### src/rtl/irda_sir_phy.sv
module irda_sir_phy #(
  parameter longint CLK_HZ = 125_000_000,
  parameter int     CW     = 12
) (
  input  logic clk,
  input  logic rst_n,
  input  logic tick16,
  input  logic tx_bit,
  input  logic tx_busy,
  input  logic loopback,
  input  logic pulse_sel,
  input  logic rx_inv,
  input  logic full_duplex,
  input  logic ir_rx,
  output logic ir_tx,
  output logic rx_bit
);

  localparam longint FIX_L   = (CLK_HZ * 16 + 64'd9_999_999) / 64'd10_000_000;
  localparam int     FIX_CYC = int'(FIX_L);

  initial assert_fix_fits_R4: assert (FIX_CYC >= 1 && FIX_CYC < (1 << CW));

  // transmit
  logic [3:0]    ph;
  logic          act, pmode;
  logic [CW-1:0] cnt;

  wire start = tick16 && tx_busy && (ph == 4'd0) && !tx_bit && !act;

  always_ff @(posedge clk) begin
    if (!rst_n) begin
      ph    <= 4'd0;
      act   <= 1'b0;
      pmode <= 1'b0;
      cnt   <= '0;
    end else begin
      if (!tx_busy)    ph <= 4'd0;
      else if (tick16) ph <= ph + 4'd1;
      if (start) begin
        act   <= 1'b1;
        pmode <= pulse_sel;
        cnt   <= pulse_sel ? CW'(FIX_CYC - 1) : CW'(2);
      end else if (act && (pmode || tick16)) begin
        if (cnt == '0) act <= 1'b0;
        else           cnt <= cnt - 1'b1;
      end
    end
  end

  assign ir_tx = act;

  // receive
  wire rx_line = ir_rx ^ rx_inv;
  wire rx_en   = full_duplex | loopback | !tx_busy;

  logic       s1, s2, rx_low;
  logic [3:0] rcnt;

  always_ff @(posedge clk) begin
    if (!rst_n) begin
      s1     <= 1'b1;
      s2     <= 1'b1;
      rx_low <= 1'b0;
      rcnt   <= 4'd0;
    end else begin
      s1 <= rx_line;
      s2 <= s1;
      if (!rx_en) begin
        rx_low <= 1'b0;
        rcnt   <= 4'd0;
      end else if (!rx_low && s1 && !s2) begin
        rx_low <= 1'b1;
        rcnt   <= 4'd15;
      end else if (rx_low && tick16) begin
        if (rcnt == 4'd0) rx_low <= 1'b0;
        else              rcnt   <= rcnt - 4'd1;
      end
    end
  end

  assign rx_bit = !rx_low;

  assert_tx_idle_R5: assert property (@(posedge clk) disable iff (!rst_n)
    (!tx_busy && !ir_tx) |=> !ir_tx);

  assert_tx_start_R2: assert property (@(posedge clk) disable iff (!rst_n)
    $rose(ir_tx) |-> ($past(tick16) && !$past(tx_bit)));

  assert_fix_hold_R4: assert property (@(posedge clk) disable iff (!rst_n)
    (act && pmode && cnt != '0) |=> ir_tx);

  assert_rx_gate_R8: assert property (@(posedge clk) disable iff (!rst_n)
    (tx_busy && !full_duplex && !loopback) |=> rx_bit);

  assert_rx_fall_R9: assert property (@(posedge clk) disable iff (!rst_n)
    $fell(rx_bit) |-> $past(full_duplex || loopback || !tx_busy));

endmodule

### config.mk
export PLATFORM = sky130hd
export DESIGN_NAME = irda_sir_phy
export DESIGN_NICKNAME = d
export VERILOG_FILES = /design/src/rtl/irda_sir_phy.sv
export SDC_FILE = /design/constraint.sdc
export NUM_CORES = 1
export LEC_CHECK = 0
export CAP_MARGIN = 20
export CORE_MARGIN = 3
export CORE_UTILIZATION = 50
export CTS_CLUSTER_DIAMETER = 100
export DETAILED_ROUTE_END_ITERATION = 10
export PLACE_DENSITY = 0.82
export SLEW_MARGIN = 20
export SYNTH_ARGS = -nofsm -noshare
export SYNTH_HDL_FRONTEND = slang
export SYNTH_SLANG_ARGS = --single-unit
### constraint.sdc
create_clock -name clk -period 3.6 [get_ports clk]
set_input_delay 0.54 -clock clk [delete_from_list [all_inputs] [get_ports clk]]
set_output_delay 0.54 -clock clk [all_outputs]
set_load 0.1 [all_outputs]
# == Word-level counts from Yosys, hierarchy flattened ==
# Cells that the tools add are included.
# totals
input_bits,10
wordCells,56
ramBits,0
n_memories,0
ff_bits,25
latchBits,0
out_inout_bits,2
rom_bits,0
# classes
n_eq_ne,2
n_div,0
order_cmp,0
bitwise_logic,3
n_shift,0
n_reduce_logical,27
mul,0
addsub,3
n_mux,13
# ops
cell,n
$mux 12,3
$logic_not 12->1,1
$mux 4,3
$reduce_and 2->1,6
$sub 12x1->12 const B,1
$logic_and 1x1->1,8
$logic_not 4->1,2
$mux 8,1
$reduce_bool 2->1,4
$mux 1,6
$logic_not 1->1,5
$add 4x1->4 const B,1
$ne 2x2->1 const B,2
$sub 4x1->4 const B,1
$or 1x1->1,2
$logic_or 1x1->1,1
$xor 1x1->1,1

# == Logic depth before layout (Yosys ltp) ==
# logic_depth
word_depth,6
mapped_depth,6
ltp_nobuf,6

# == Least setup slack after synthesis ==
# OpenSTA, ideal clock, no wires.
# synth_path
path_kind,register to register
from,reg act (netlist: ir_tx)
to,reg cnt[6]
path_buffers,0
required_time_ns,3.526
t_arrival_ns,2.026
path_slack_ns,1.500
synth_period_minus_slack_ns,2.100
setup_time_ns,0.074
stages_incl_launch_ff,5
path_cell_list,dfxtp_1 -> o21a_1 -> nand3_2 -> or4b_1 -> a31oi_1
# synth_between
elab_chain_cells,4
word_cells_on_any_way,7
classes_between,eq/ne (1); mux (1); reduce/logical (5)
# synth_lines
item,line_no,source
from (decl),26,"logic act, pmode;"
from (signal assigned),34,act <= 1'b0;
from (signal assigned),41,act <= 1'b1;
from (signal assigned),45,if (cnt == '0) act <= 1'b0;
$logic_not 1->1,29,wire start = tick16 && tx_busy && (ph == 4'd0) && !tx_bit && !act;
$logic_and 1x1->1,29,
$ne 2x2->1 (no source line) or $reduce_bool 2->1 (tied branches),-,
$reduce_and 2->1 (no source line),-,
to (signal assigned),43,cnt <= pulse_sel ? CW'(FIX_CYC - 1) : CW'(2);
to (signal assigned),46,else cnt <= cnt - 1'b1;
to (decl),27,logic [CW-1:0] cnt;
# Several ways; a longest one is shown, not always the timed one.
# A chain may end at the register's enable or synchronous reset.

# == Final worst setup path ==
# layout_path
from,reg act (netlist: ir_tx)
to,out ir_tx
# layout_rtl
item,line_no,source
to (decl),15,"output logic ir_tx,"
# No word-level cell between the ends.

==> metrics.log <==
[metrics] number of global-route vias before repair: 1,151
[metrics] pwr dens: 382.9 nW/um^2
[metrics] Hold Vio Cnt, Final: 0
[metrics] wire length per cell: 14.17 um
[metrics] cell at the root of the clock tree: sky130_fd_sc_hd__clkbuf_4
[metrics] worst supply voltage drop on vdd: 274.2 uV
[metrics] fraction of final layout cells sized beyond drive strength 1: 0.05590
[metrics] total of max-cap violations: 0
[metrics] diode insertion count for antenna repair: 0
[metrics] worst hold path type: register to register
[metrics] wire length of the first global-routing pass: 4.836 mm
[metrics] number of flip-flops and latches in the synthesized netlist: 25
[metrics] leakage power summed over all cells: 0.0005085 uW
[metrics] worst rel slew slack: 0.3522
[metrics] maximum number of pins on one net before global-route repair: 16
[metrics] leading cell types by count after synthesis: sky130_fd_sc_hd__dfxtp_1 (25), sky130_fd_sc_hd__a21oi_1 (13), sky130_fd_sc_hd__nand2_1 (13), sky130_fd_sc_hd__inv_1 (12), sky130_fd_sc_hd__nor2_1 (11)
[metrics] Synth top area share: 0.3945
[metrics] post-DR vias/cell: 6.021
[metrics] global-route total usage across every layer: 0.1852
[metrics] Main synth FF type: sky130_fd_sc_hd__dfxtp_1
[metrics] initial core utilization: 0.5472
[metrics] final count of pins violating max slew: 0
[metrics] worst skew pair latency: 0.33 ns
[metrics] number of nets still failing antenna checks after routing: 0
[metrics] critical-path cell list: clkdlybuf4s50_1
[metrics] final weighted congestion in routability-driven placement: 0.7975
[metrics] Die ar.: 3178 um^2
[metrics] number of I/O pins: 12
[metrics] Setup-failing EPs final: 0
[metrics] Yosys warnings: 0
[metrics] Clock Skews: 0.009937 ns
[metrics] Avg Synthesized Cell Area: 8.572 um^2
[metrics] count of unique library cells instantiated by Yosys: 41
[metrics] category of the worst setup path capture point: output port
[metrics] origin of the critical flop-to-flop path: cnt[0]
[metrics] clock tree from TritonCTS: yes
[metrics] Buf+Inv Stages, Crit Path: 1
[metrics] count of standard-cell rows: 17
[metrics] drt first pass iters: 4
[metrics] grt total ovfl: 0
[metrics] wire length on met2: 1.275 mm
[metrics] number of remaining DRC errors: 0
[metrics] final sum of negative setup slack: 0 ns
[metrics] setup fix buffers added after clock tree synthesis: 0
[metrics] setup repair after global routing missed its margin: false
[metrics] data required time of the worst path: 3.06 ns
[metrics] reg-to-reg critical path endpoint: cnt[6]
[metrics] H-Tree Depth: 1
[metrics] Util after Layout: 0.6158
[metrics] share of synthesized area occupied by flip-flops and latches: 0.3945
[metrics] worst hold path depth: 1
[metrics] number of instances resized during post-cts repair: 0
[metrics] minimum setup slack in the final design: 1.151 ns
[metrics] cts hold-fix bufs: 0
[metrics] Detail Placement HPWL: 1.983 mm
[metrics] cell area after synthesis: 1269 um^2
[metrics] data arrival time of the critical path: 1.91 ns
[metrics] total routed wire length on the met1 layer: 1.271 mm
[metrics] maximum operating frequency: 0.4084 GHz
[metrics] number of clock buffers inserted by TritonCTS: 3
[metrics] critical path class: register to output port
[metrics] Worst Hold Margin: 0.4850 ns
[metrics] WHS Endpoint: s2
[metrics] FF-to-FF path depth: 5
[metrics] top metal layer carrying routed signals: met4
[metrics] result of the run: finished, final reports clean
[metrics] family with the most delay on the worst path: buffers and inverters
[metrics] slew at the pin with the worst max-slew slack: 0.9687 ns
[metrics] Die Span X: 56.37 um
[metrics] gate count after technology mapping: 148
[metrics] # nets final: 177
[metrics] worst-path cell with the longest stage delay: sky130_fd_sc_hd__clkdlybuf4s50_1
[metrics] Max Buffers Root-to-Sink: 2
[metrics] syn nets: 163
[metrics] min Tclk post-route: 2.449 ns
[metrics] ys async rst share: 0
[metrics] antenna violations before repair: 0
[metrics] number of enable-type register cells in the synthesized netlist: 0
[metrics] violation count after the first detailed-route iteration: 37
[metrics] port bufs: 11
[metrics] Critical Path Source Type: register
[metrics] Area growth syn-to-layout: 12.52%
[metrics] core region area: 2318 um^2
[metrics] final routed wirelength across all metal layers: 2.678 mm
[metrics] source of the worst hold timing path: s1
[metrics] Clock Pin Slew Worst Setup and Hold Paths: 0.15 ns
[metrics] library cell occupying the most area in the post-synthesis netlist: sky130_fd_sc_hd__dfxtp_1
[metrics] delay contributed by the slowest stage of the critical path: 1.16 ns
[metrics] Critical Path Fanout Max: 5
[metrics] most frequent cell after synthesis: sky130_fd_sc_hd__dfxtp_1
[metrics] total via count after detailed routing: 1,138
[metrics] Setup Slack @ Placement: 1.150 ns
[metrics] clk sink count: 25
[metrics] leading post-synthesis cells by cell area: sky130_fd_sc_hd__dfxtp_1 (39%), sky130_fd_sc_hd__a21oi_1 (5.1%), sky130_fd_sc_hd__ha_1 (4.9%)
[metrics] Worst R2R Setup Slack: 1.89 ns
[metrics] vertical extent of the die: 56.37 um
[metrics] share of the clock period used by the worst path: 0.6802
[metrics] routed wire length on met3: 102 um
==> area by class of cell <==
cell class | count | area, um^2
Timing Repair Buffer | 11 | 110.1
Sequential cell | 25 | 500.5
Multi-Input combinational cell | 109 | 706.9
Clock inverter | 1 | 7.507
Fill cell | 205 | 890.9
Tap cell | 28 | 35.03
Clock buffer | 3 | 22.52
Inverter | 12 | 45.04
==> layer usage <==
| metal | track usage | up-vias |
|---|---|---|
| li1 | - | 568 |
| met5 | 0 | - |
| met2 | 0.3172 | 25 |
| met4 | 0.05763 | 0 |
| met3 | 0.02529 | 6 |
| met1 | 0.2394 | 539 |
==> cell usage in the layout, fill, tap and decap left out, types with 2 or more instances in the layout <==
cell type and count:
sky130_fd_sc_hd__o2111ai_1 2, sky130_fd_sc_hd__inv_1 12, sky130_fd_sc_hd__nand2b_1 2, sky130_fd_sc_hd__xnor2_1 3, sky130_fd_sc_hd__xor2_1 3, sky130_fd_sc_hd__nor2_1 11
sky130_fd_sc_hd__o211ai_1 2, sky130_fd_sc_hd__o21ai_0 3, sky130_fd_sc_hd__a21oi_1 13, sky130_fd_sc_hd__o21ai_1 3, sky130_fd_sc_hd__ha_1 5, sky130_fd_sc_hd__nand3_1 5
sky130_fd_sc_hd__a31oi_1 4, sky130_fd_sc_hd__and3_1 2, sky130_fd_sc_hd__o31ai_1 4, sky130_fd_sc_hd__nand4_1 3, sky130_fd_sc_hd__or3_1 2, sky130_fd_sc_hd__clkbuf_4 3
sky130_fd_sc_hd__clkdlybuf4s50_1 11, sky130_fd_sc_hd__nor3_1 5, sky130_fd_sc_hd__or4_1 4, sky130_fd_sc_hd__nor3b_1 3, sky130_fd_sc_hd__dfxtp_1 25, sky130_fd_sc_hd__nand2_1 13
==> worst max path at each step <==
stage	from	to	slack [ns]	cells after the start
2_1_floorplan	ir_tx	cnt[6]	1.50	4
3_3_place_gp	tick16	cnt[6]	1.22	5
3_5_place_dp	tick16	cnt[6]	1.15	5
4_1_cts	ir_tx	ir_tx	1.16	1
5_1_grt	ir_tx	ir_tx	1.10	1
6_report	ir_tx	ir_tx	1.15	1
==> per-stage QoR <==
step,total power [uW],cell area (um^2),instances
after floorplan,389.0,1269,148
after global placement,410.8,1398,185
after detailed placement,416.5,1398,185
after CTS,542.6,1428,189
after global routing,572.1,1428,189
final,546.6,1428,189
==> cell families after synthesis <==
group	synth area share
flops	0.3945
compound gates	0.1824
mux	0.007890
buf+inv	0.04832
xor+xnor	0.04143
fa+ha+maj	0.04931
simple gates	0.2761
==> registers in the layout, indices dropped and copies added, names as in the netlist <==
name,count
ph,4
cnt,12
rx_low,1
s2,1
ir_tx,1
rcnt,4
s1,1
pmode,1
==> power breakdown <==
part / internal [uW] / total [uW] / switching [uW]
Sequential: 288 / 300 / 11.4
Clock: 42.5 / 134 / 91.1
Combinational: 43.0 / 113 / 70.3
(Power assumes the default switching activity.)
